`src/rtl/tape_rec_pkg.sv`:
```
package tape_rec_pkg;

    localparam int WORD_BYTES = 4;

    typedef enum logic [2:0] {
        EVT_NONE    = 3'd0,
        EVT_GOOD    = 3'd1,
        EVT_FLAGGED = 3'd2,
        EVT_MARK    = 3'd3,
        EVT_END     = 3'd4,
        EVT_BADLEN  = 3'd5
    } evt_e;

    typedef enum logic [2:0] {
        PH_IDLE     = 3'd0,
        PH_HEAD     = 3'd1,
        PH_LEAD_PAD = 3'd2,
        PH_BODY     = 3'd3,
        PH_TAIL_PAD = 3'd4,
        PH_TAIL     = 3'd5
    } phase_e;

    // accumulate one byte of a length word; forward streams deliver the
    // low byte first, reverse streams deliver the high byte first
    function automatic logic [31:0] shift_in(input logic [31:0] w,
                                             input logic [7:0]  b,
                                             input logic        rev);
        return rev ? {w[23:0], b} : {b, w[31:8]};
    endfunction

    function automatic logic [7:0] pick_byte(input logic [31:0] w,
                                             input logic [1:0]  i);
        return 8'(w >> {i, 3'b000});
    endfunction

endpackage

```
`src/rtl/tape_rec_framer.sv`:
```
module tape_rec_framer
    import tape_rec_pkg::*;
#(
    parameter int MAX_LEN = 65536,
    localparam int CNT_W  = $clog2(MAX_LEN + 1)
) (
    input  logic        clk,
    input  logic        rst_n,
    input  logic        start_i,
    input  logic [30:0] len_i,
    input  logic        flag_i,
    output logic        busy_o,
    output logic        reject_o,
    input  logic        pay_valid_i,
    output logic        pay_ready_o,
    input  logic [7:0]  pay_data_i,
    output logic        sto_valid_o,
    input  logic        sto_ready_i,
    output logic [7:0]  sto_data_o
);

    typedef struct packed {
        phase_e             phase;
        logic [31:0]        word;
        logic [CNT_W-1:0]   len;
        logic [CNT_W-1:0]   cnt;
        logic [1:0]         idx;
        logic               reject;
    } fr_st_t;

    fr_st_t q, d;

    always_comb begin
        d           = q;
        d.reject    = 1'b0;
        sto_valid_o = 1'b0;
        sto_data_o  = 8'h00;
        pay_ready_o = 1'b0;
        case (q.phase)
            PH_IDLE: begin
                if (start_i) begin
                    if ({1'b0, len_i} > 32'(MAX_LEN)) begin
                        d.reject = 1'b1;
                    end else begin
                        d.phase = PH_HEAD;
                        d.word  = (len_i == '0) ? 32'h0 : {flag_i, len_i};
                        d.len   = len_i[CNT_W-1:0];
                        d.cnt   = '0;
                        d.idx   = '0;
                    end
                end
            end
            PH_HEAD: begin
                sto_valid_o = 1'b1;
                sto_data_o  = pick_byte(q.word, q.idx);
                if (sto_ready_i) begin
                    d.idx = q.idx + 2'd1;
                    if (q.idx == 2'(WORD_BYTES - 1)) begin
                        d.phase = (q.len == '0) ? PH_IDLE : PH_BODY;
                    end
                end
            end
            PH_BODY: begin
                sto_valid_o = pay_valid_i;
                sto_data_o  = pay_data_i;
                pay_ready_o = sto_ready_i;
                if (pay_valid_i && sto_ready_i) begin
                    d.cnt = q.cnt + CNT_W'(1);
                    if (q.cnt == q.len - CNT_W'(1)) begin
                        d.phase = q.len[0] ? PH_TAIL_PAD : PH_TAIL;
                        d.idx   = '0;
                    end
                end
            end
            PH_TAIL_PAD: begin
                sto_valid_o = 1'b1;
                sto_data_o  = 8'h00;
                if (sto_ready_i) d.phase = PH_TAIL;
            end
            PH_TAIL: begin
                sto_valid_o = 1'b1;
                sto_data_o  = pick_byte(q.word, q.idx);
                if (sto_ready_i) begin
                    d.idx = q.idx + 2'd1;
                    if (q.idx == 2'(WORD_BYTES - 1)) d.phase = PH_IDLE;
                end
            end
            default: d.phase = PH_IDLE;
        endcase
    end

    always_ff @(posedge clk or negedge rst_n) begin
        if (!rst_n) q <= '0;
        else        q <= d;
    end

    assign busy_o   = (q.phase != PH_IDLE);
    assign reject_o = q.reject;

    // a framing byte held back by the sink must not change
    assert_hold_stable_R11: assert property (@(posedge clk) disable iff (!rst_n)
        (sto_valid_o && !sto_ready_i && q.phase != PH_BODY)
        |=> (sto_valid_o && $stable(sto_data_o)));

    // a refused start never begins a record
    assert_reject_idle_R4: assert property (@(posedge clk) disable iff (!rst_n)
        q.reject |-> (q.phase == PH_IDLE));

    assert_body_bound_R1: assert property (@(posedge clk) disable iff (!rst_n)
        (q.phase == PH_BODY) |-> (q.cnt < q.len));

endmodule

```
`src/rtl/tape_rec_deframer.sv`:
```
module tape_rec_deframer
    import tape_rec_pkg::*;
#(
    parameter int MAX_LEN = 65536,
    localparam int CNT_W  = $clog2(MAX_LEN + 1)
) (
    input  logic             clk,
    input  logic             rst_n,
    input  logic             rev_i,
    input  logic             sto_valid_i,
    output logic             sto_ready_o,
    input  logic [7:0]       sto_data_i,
    output logic             pay_valid_o,
    input  logic             pay_ready_i,
    output logic [7:0]       pay_data_o,
    output logic             pay_last_o,
    output logic             evt_valid_o,
    output logic [2:0]       evt_code_o,
    output logic [CNT_W-1:0] evt_len_o
);

    typedef struct packed {
        phase_e           phase;
        logic             rev;
        logic [31:0]      head;
        logic [31:0]      tail;
        logic [1:0]       idx;
        logic [CNT_W-1:0] len;
        logic [CNT_W-1:0] cnt;
        logic             flagged;
        logic             prev_mark;
        logic             evt_valid;
        evt_e             evt_code;
        logic [CNT_W-1:0] evt_len;
    } df_st_t;

    df_st_t q, d;

    logic        rev_now;
    logic [31:0] hw;
    logic [31:0] tw;
    logic        body_end;

    always_comb begin
        d           = q;
        d.evt_valid = 1'b0;
        sto_ready_o = 1'b0;
        pay_valid_o = 1'b0;
        pay_data_o  = sto_data_i;
        pay_last_o  = 1'b0;
        rev_now     = (q.idx == 2'd0) ? rev_i : q.rev;
        hw          = shift_in(q.head, sto_data_i, rev_now);
        tw          = shift_in(q.tail, sto_data_i, q.rev);
        body_end    = (q.cnt == q.len - CNT_W'(1));
        case (q.phase)
            PH_HEAD: begin
                sto_ready_o = 1'b1;
                if (sto_valid_i) begin
                    d.rev  = rev_now;
                    d.head = hw;
                    d.idx  = q.idx + 2'd1;
                    if (q.idx == 2'(WORD_BYTES - 1)) begin
                        d.idx = '0;
                        d.cnt = '0;
                        if (hw == 32'h0) begin
                            d.evt_valid = 1'b1;
                            d.evt_code  = q.prev_mark ? EVT_END : EVT_MARK;
                            d.evt_len   = '0;
                            d.prev_mark = 1'b1;
                        end else if (hw[30:0] > 31'(MAX_LEN)) begin
                            d.evt_valid = 1'b1;
                            d.evt_code  = EVT_BADLEN;
                            d.evt_len   = hw[CNT_W-1:0];
                            d.prev_mark = 1'b0;
                        end else begin
                            d.len     = hw[CNT_W-1:0];
                            d.flagged = hw[31];
                            if (hw[30:0] == '0)
                                d.phase = PH_TAIL;
                            else if (rev_now && hw[0])
                                d.phase = PH_LEAD_PAD;
                            else
                                d.phase = PH_BODY;
                        end
                    end
                end
            end
            PH_LEAD_PAD: begin
                sto_ready_o = 1'b1;
                if (sto_valid_i) d.phase = PH_BODY;
            end
            PH_BODY: begin
                pay_valid_o = sto_valid_i && !q.flagged;
                pay_last_o  = body_end;
                sto_ready_o = q.flagged || pay_ready_i;
                if (sto_valid_i && sto_ready_o) begin
                    d.cnt = q.cnt + CNT_W'(1);
                    if (body_end) begin
                        d.phase = (!q.rev && q.len[0]) ? PH_TAIL_PAD : PH_TAIL;
                        d.idx   = '0;
                    end
                end
            end
            PH_TAIL_PAD: begin
                sto_ready_o = 1'b1;
                if (sto_valid_i) d.phase = PH_TAIL;
            end
            PH_TAIL: begin
                sto_ready_o = 1'b1;
                if (sto_valid_i) begin
                    d.tail = tw;
                    d.idx  = q.idx + 2'd1;
                    if (q.idx == 2'(WORD_BYTES - 1)) begin
                        d.idx       = '0;
                        d.phase     = PH_HEAD;
                        d.evt_valid = 1'b1;
                        d.evt_len   = q.len;
                        d.prev_mark = 1'b0;
                        if (tw != q.head)    d.evt_code = EVT_BADLEN;
                        else if (q.flagged)  d.evt_code = EVT_FLAGGED;
                        else                 d.evt_code = EVT_GOOD;
                    end
                end
            end
            default: d.phase = PH_HEAD;
        endcase
    end

    always_ff @(posedge clk or negedge rst_n) begin
        if (!rst_n) begin
            q       <= '0;
            q.phase <= PH_HEAD;
        end else begin
            q <= d;
        end
    end

    assign evt_valid_o = q.evt_valid;
    assign evt_code_o  = q.evt_code;
    assign evt_len_o   = q.evt_len;

    // every record event needs at least four bytes, so events never touch
    assert_evt_spaced_R5: assert property (@(posedge clk) disable iff (!rst_n)
        q.evt_valid |=> !q.evt_valid);

    assert_mark_zero_len_R7: assert property (@(posedge clk) disable iff (!rst_n)
        (q.evt_valid && (q.evt_code == EVT_MARK || q.evt_code == EVT_END))
        |-> (q.evt_len == '0));

    assert_flagged_quiet_R8: assert property (@(posedge clk) disable iff (!rst_n)
        (q.phase == PH_BODY && q.flagged) |-> !pay_valid_o);

    assert_body_bound_R5: assert property (@(posedge clk) disable iff (!rst_n)
        (q.phase == PH_BODY) |-> (q.cnt < q.len));

endmodule

```
`src/rtl/tape_rec_codec.sv`:
```
module tape_rec_codec #(
    parameter int MAX_LEN = 65536,
    localparam int CNT_W  = $clog2(MAX_LEN + 1)
) (
    input  logic             clk,
    input  logic             rst_n,
    input  logic             wr_start,
    input  logic [30:0]      wr_len,
    input  logic             wr_flag,
    output logic             wr_busy,
    output logic             wr_reject,
    input  logic             pay_in_valid,
    output logic             pay_in_ready,
    input  logic [7:0]       pay_in_data,
    output logic             sto_out_valid,
    input  logic             sto_out_ready,
    output logic [7:0]       sto_out_data,
    input  logic             rd_reverse,
    input  logic             sto_in_valid,
    output logic             sto_in_ready,
    input  logic [7:0]       sto_in_data,
    output logic             pay_out_valid,
    input  logic             pay_out_ready,
    output logic [7:0]       pay_out_data,
    output logic             pay_out_last,
    output logic             evt_valid,
    output logic [2:0]       evt_code,
    output logic [CNT_W-1:0] evt_len
);

    tape_rec_framer #(.MAX_LEN(MAX_LEN)) u_framer (
        .clk         (clk),
        .rst_n       (rst_n),
        .start_i     (wr_start),
        .len_i       (wr_len),
        .flag_i      (wr_flag),
        .busy_o      (wr_busy),
        .reject_o    (wr_reject),
        .pay_valid_i (pay_in_valid),
        .pay_ready_o (pay_in_ready),
        .pay_data_i  (pay_in_data),
        .sto_valid_o (sto_out_valid),
        .sto_ready_i (sto_out_ready),
        .sto_data_o  (sto_out_data)
    );

    tape_rec_deframer #(.MAX_LEN(MAX_LEN)) u_deframer (
        .clk         (clk),
        .rst_n       (rst_n),
        .rev_i       (rd_reverse),
        .sto_valid_i (sto_in_valid),
        .sto_ready_o (sto_in_ready),
        .sto_data_i  (sto_in_data),
        .pay_valid_o (pay_out_valid),
        .pay_ready_i (pay_out_ready),
        .pay_data_o  (pay_out_data),
        .pay_last_o  (pay_out_last),
        .evt_valid_o (evt_valid),
        .evt_code_o  (evt_code),
        .evt_len_o   (evt_len)
    );

endmodule

```
`config.mk`:
```
export PLATFORM = sky130hd
export DESIGN_NAME = tape_rec_codec
export DESIGN_NICKNAME = d
export VERILOG_FILES = /design/src/rtl/tape_rec_pkg.sv /design/src/rtl/tape_rec_framer.sv /design/src/rtl/tape_rec_deframer.sv /design/src/rtl/tape_rec_codec.sv
export SDC_FILE = /design/constraint.sdc
export NUM_CORES = 1
export LEC_CHECK = 0
export ABC_AREA = 1
export BUFFER_PORTS_ARGS = -buffer_cell sky130_fd_sc_hd__buf_2
export CORE_ASPECT_RATIO = 0.75
export CORE_UTILIZATION = 35
export DETAILED_ROUTE_END_ITERATION = 16
export PLACE_DENSITY = 0.49
export SYNTH_ARGS = -nofsm -noshare
export SYNTH_HDL_FRONTEND = slang
export SYNTH_HIERARCHICAL = 1
export SYNTH_SLANG_ARGS = --single-unit
```
`constraint.sdc`:
```
create_clock -name clk -period 3.7 [get_ports clk]
set_clock_uncertainty 0.15 [all_clocks]
set_input_delay 0.37 -clock clk [delete_from_list [all_inputs] [get_ports clk]]
set_output_delay 0.37 -clock clk [all_outputs]
set_load 0.005 [all_outputs]
```
== Yosys cells after proc, flatten, opt, wreduce, memory -nomap -nowiden ==
Index checks and enable logic that the tools add are counted.
Word-level totals
  output and inout bits: 44
  register bits after elaboration: 199
  word-level logic and storage cells: 163
  input port bits: 56
Operators by class
  mux-type cells: 64
  $lt $le $gt $ge: 2
  reductions and logical operators: 34
  add/subtract/negate cells: 6
  equal/unequal tests: 35
  bitwise logic cells: 3
  shifts and indexed selects: 1
Operators by type and width (count)
  59-bit two-way mux: 2
  32-bit two-way mux: 3
  22-bit two-way mux: 4
  72-bit two-way mux: 1
  71-bit two-way mux: 1
  17-bit case mux with 2 select lines: 2
  31-bit by 17-bit greater-than comparator with 1-bit output (second input constant): 2
  31-bit zero test: 2
  3-bit two-way mux: 19
  17-bit two-way mux: 3
  22-bit case mux with 2 select lines: 1
  36-bit two-way mux: 1
  17-bit by 1-bit adder with 17-bit output (second input constant): 2
  17-bit == test: 2
  17-bit by 1-bit subtractor with 17-bit output (second input constant): 2
  32-bit zero test: 1
  32-bit != test: 1
  32-bit by 5-bit >> shifter with 8-bit output: 1
  3-bit case mux with 5 select lines: 2
  2-bit != test (second input constant): 11
  19-bit two-way mux: 1
  2-bit by 1-bit != test with 1-bit output (second input constant): 9
  17-bit zero test: 1
  2-bit two-way mux: 8
  other kinds (28): 63

== Longest topological paths before layout ==
  word-level depth: 11
  mapped depth: 19
  mapped depth without buffers: 18

== Cells and area by module ==
The synthesis kept the hierarchy.
Modules (own cells, without submodules)
  tape_rec_deframer: times used 1, cells each 1116, area each 7873.8 µm², seq. area each 3179.3 µm²
  tape_rec_framer: times used 1, cells each 593, area each 4307.9 µm², seq. area each 1801.7 µm²

== Worst setup path after synthesis ==
Ideal clock, no wire load.
  path type: flip-flop to flip-flop
  start point: register u_deframer/q[57] (netlist bit)
  end point: register u_deframer/q[54] (netlist bit)
  data required time: 3.428 ns
  arrival time: 2.161 ns
  cell stages (with the launch flop): 17
  setup slack: 1.268 ns
  path buffers: 2
  period minus slack after synthesis: 2.432 ns
  cell sequence: dfrtp_1 -> inv_1 -> ha_1 -> nand2_2 -> buf_2 -> nand3_1 -> nand2_1 -> nand2_1 -> nor2_1 -> nand2_1 -> nor2_4 -> nand2_2 -> nand2_4 -> nand4_4 -> buf_2 -> nand2_1 -> o21ai_1
Between the ends
  word-level cells in the longest chain between the ends: 6
  elaborated cells between the ends (all ways): 9
Ends and longest elaborated chain
  from (decl): line tape_rec_deframer.sv:37  | df_st_t q, d;
  2-bit zero test: line tape_rec_deframer.sv:51  | rev_now = (q.idx == 2'd0) ? rev_i : q.rev;
  1-bit two-way mux: line tape_rec_deframer.sv:51
  32-bit two-way mux: line tape_rec_pkg.sv:28  | return rev ? {w[23:0], b} : {b, w[31:8]};
  31-bit by 17-bit greater-than comparator with 1-bit output / 32-bit zero test (equally long branches): line tape_rec_deframer.sv:70, tape_rec_deframer.sv:65
  1-bit inverter (no line)
  5-bit AND reduction (no line)
Parallel ways exist; a longest one is shown, timed or not.
A chain may end at the register's enable or synchronous reset.

== Final worst setup path ==
  start point: register u_deframer/q[57] (netlist bit)
  end point: register u_deframer/q[22] (netlist bit)
Same word-level chain as after synthesis.

==> impl_metrics.ini <==
[outcome]
run_status = finished clean

[critical_path]
cp-start-kind = flop
r2r-start = u_deframer/q[57]$_DFFE_PN0P_
r2r_cells = 15
cp.arrival_ns = 3.58
cp-end-kind = flop
r2r_end = u_deframer/q[22]$_DFFE_PN0P_
worstPathRequired_ns = 3.93
critPathKind = reg -> reg
reg2reg_slack_ns = 0.35
path_max_fanout = 36

[hold_path]
holdPathEnd = u_framer/q[27]$_DFFE_PN0P_
holdPathStages = 3
hold_path_class = in -> reg
hp-start = wr_len[7]

[clock_tree]
cts_tree = built
clk_pin_slew_ns = 0.07
cts_buffer_depth = 2
cts-root-buf = clkbuf_16
cts.sinks = 199
post_cts_buffers = 0
htree_num_levels = 4
cts_buffers = 17
clock_latency_ns = 0.46

[layout]
syn2layout_area_growth_pct = 12.0
antenna_cells = 0
mostFrequentLayoutCell = nand2_1
nets = 1836
drive_gt1_share_pct = 13.1
final_cell_mix = nand2_1 (576), dfrtp_1 (198), nand3_1 (176), inv_1 (172), nor2_1 (151)
final_area_um2 = 13600

[floorplan]
core_area_um2 = 33900
rows = 58
die_area_um2 = 35600
die_x_um = 217
die-height_um = 164
start_util_pct = 35.9
num_io_pins = 100

[routing]
dr.pass1.iters = 5
dr_total_vias = 11321
ant_nets = 0
vias_per_cell = 5.07
wl_um = 38500
drt_iter0_drc = 1023
drt-wirelength-per-cell_um = 17.2
route.detailed.drc = 0

[timing]
slew_headroom_pct = 47.5
grt_setup_unrepaired = false
finalCritPeriodShare_pct = 90.5
tns_ns = 0
fmax_mhz = 299
final_max_slew_viol_count = 0
setup_viol = 0
final_hold_viol_count = 0
period_needed_ns = 3.35
worst_slew_pin_slew_ns = 0.786

[grt]
first_global_vias = 10541
grt_max_degree = 91
grt-ovfl-total = 0
grt_pass1_wl_um = 60400
antenna_found_initial = 0
grtUsageTotal_pct = 22.4

[synth]
synth_nets = 1772
netlist_instances = 1709
ys.flop_type = dfrtp_1
ys_async_sr_fraction_pct = 100
yosysSeqAreaShare_pct = 40.9
syn_area_um2 = 12200
synth_warnings = 6
synth_edf_count = 0
ys_ff_latch = 199
avgSynthCellArea_um2 = 7.13
synth.distinct_cells = 48

[power]
p_per_area_nw_per_um2 = 465
power.leakage_uw = 0.00704
peakVddDrop_mv = 0.237

[placed_design]
portBuffers = 99
hpwl_um = 29600
placed_area_um2 = 12900
place_congestion = 0.934

[flow_run]
drv_cap = 0
-- synth_stat cells (all sizes together) (19+ instances only) --
library cell	instances	area [µm²]
nor3	19	116
nand2	591	2280
clkbuf	26	98.8
xor2	19	166
dfrtp	198	4950
o21ai	121	606
nand3	181	953
mux2	31	349
a21oi	32	164
nor2	166	697
nand4	24	165
inv	184	693
buf	50	375
-- through the flow --
step	utilization [%]	hold WS [ns]	setup slack [ns]	cells	total power (µW)
after floorplan	-	-0.0756	1.27	1709	3620
after global placement	38.2	0.310	0.546	2202	4140
after detailed placement	38.2	0.307	0.445	2202	4140
after CTS	40.3	0.00260	0.272	2235	6380
after global routing	40.3	0.0138	0.0797	2235	6690
final	40.3	0.0199	0.350	2235	6340
-- how the worst max path moves through the flow --
stage                            startpoint                             endpoint  slack [ns]  depth (start not counted)
6_report       u_deframer/q[57]$_DFFE_PN0P_         u_deframer/q[22]$_DFFE_PN0P_        0.35                         15
3_3_place_gp   u_deframer/q[57]$_DFFE_PN0P_  u_deframer/evt_len_o[9]$_DFFE_PN0P_        0.55                         14
5_1_grt        u_deframer/q[57]$_DFFE_PN0P_         u_deframer/q[22]$_DFFE_PN0P_        0.08                         15
3_5_place_dp   u_deframer/q[57]$_DFFE_PN0P_         u_deframer/q[22]$_DFFE_PN0P_        0.45                         15
4_1_cts        u_deframer/q[40]$_DFFE_PN0P_                         pay_out_last        0.27                         11
2_1_floorplan  u_deframer/q[57]$_DFFE_PN0P_         u_deframer/q[54]$_DFFE_PN0P_        1.27                         16
-- logic make-up after synthesis --
| family | Yosys count | synth area share [%] |
|---|---|---|
| mux | 31 | 2.87 |
| simple gates | 999 | 35.5 |
| buf+inv | 262 | 9.64 |
| compound gates | 182 | 8.25 |
| xor+xnor | 29 | 2.09 |
| fa+ha+maj | 7 | 0.719 |
| flops | 199 | 40.9 |
-- power by group --
group          internal [µW]  total [µW]  switching (µW)
clock network           1360        2200             849
logic                    454        1460            1010
registers               2420        2670             253
-- registers in the layout (all words and copies together) (netlist names) --
register / count
u_deframer/evt_code_o: 3
u_framer/reject_o: 1
u_deframer/evt_valid_o: 1
u_deframer/evt_len_o: 17
u_deframer/q: 106
u_framer/q: 71
-- per-layer routing --
metal	share of wire, %	wire (µm)	track usage (%)
met3	7.9	3050	5.85
met5	0	0	0
met2	37	14400	28.8
met4	1.2	453	5.35
met1	54	20700	35.8
-- area by class of cell --
type | instances | area [µm²]
fill | 3551 | 20200
multi-input combinational | 1248 | 6030
sequential | 199 | 4980
inverter | 186 | 701
timing repair buffer | 121 | 688
tap | 450 | 563
clock buffer | 20 | 447
clock inverter | 11 | 241
-- repair_timing --
item / CTS / global route
gates resized for setup: 0 / 0
hold buffers: 2 / 0
setup endpoints to repair: 0 / 0
hold endpoints to repair: 89 / 0
-- worst max-delay path, stage by stage (launching register included) --
cell,delay [ns]
dfrtp_1,0.39
inv_1,0.08
ha_1,0.26
nand2_2,0.26
nand2_4,0.39
nand2_1,0.12
nand2_1,0.14
nand2_1,0.07
nor2_1,0.19
nand2_1,0.15
nor2_4,0.21
nand2_2,0.14
nand4_4,0.10
buf_4,0.37
nor2_1,0.10
a21oi_2,0.13
Power figures use the tool's default switching activity.
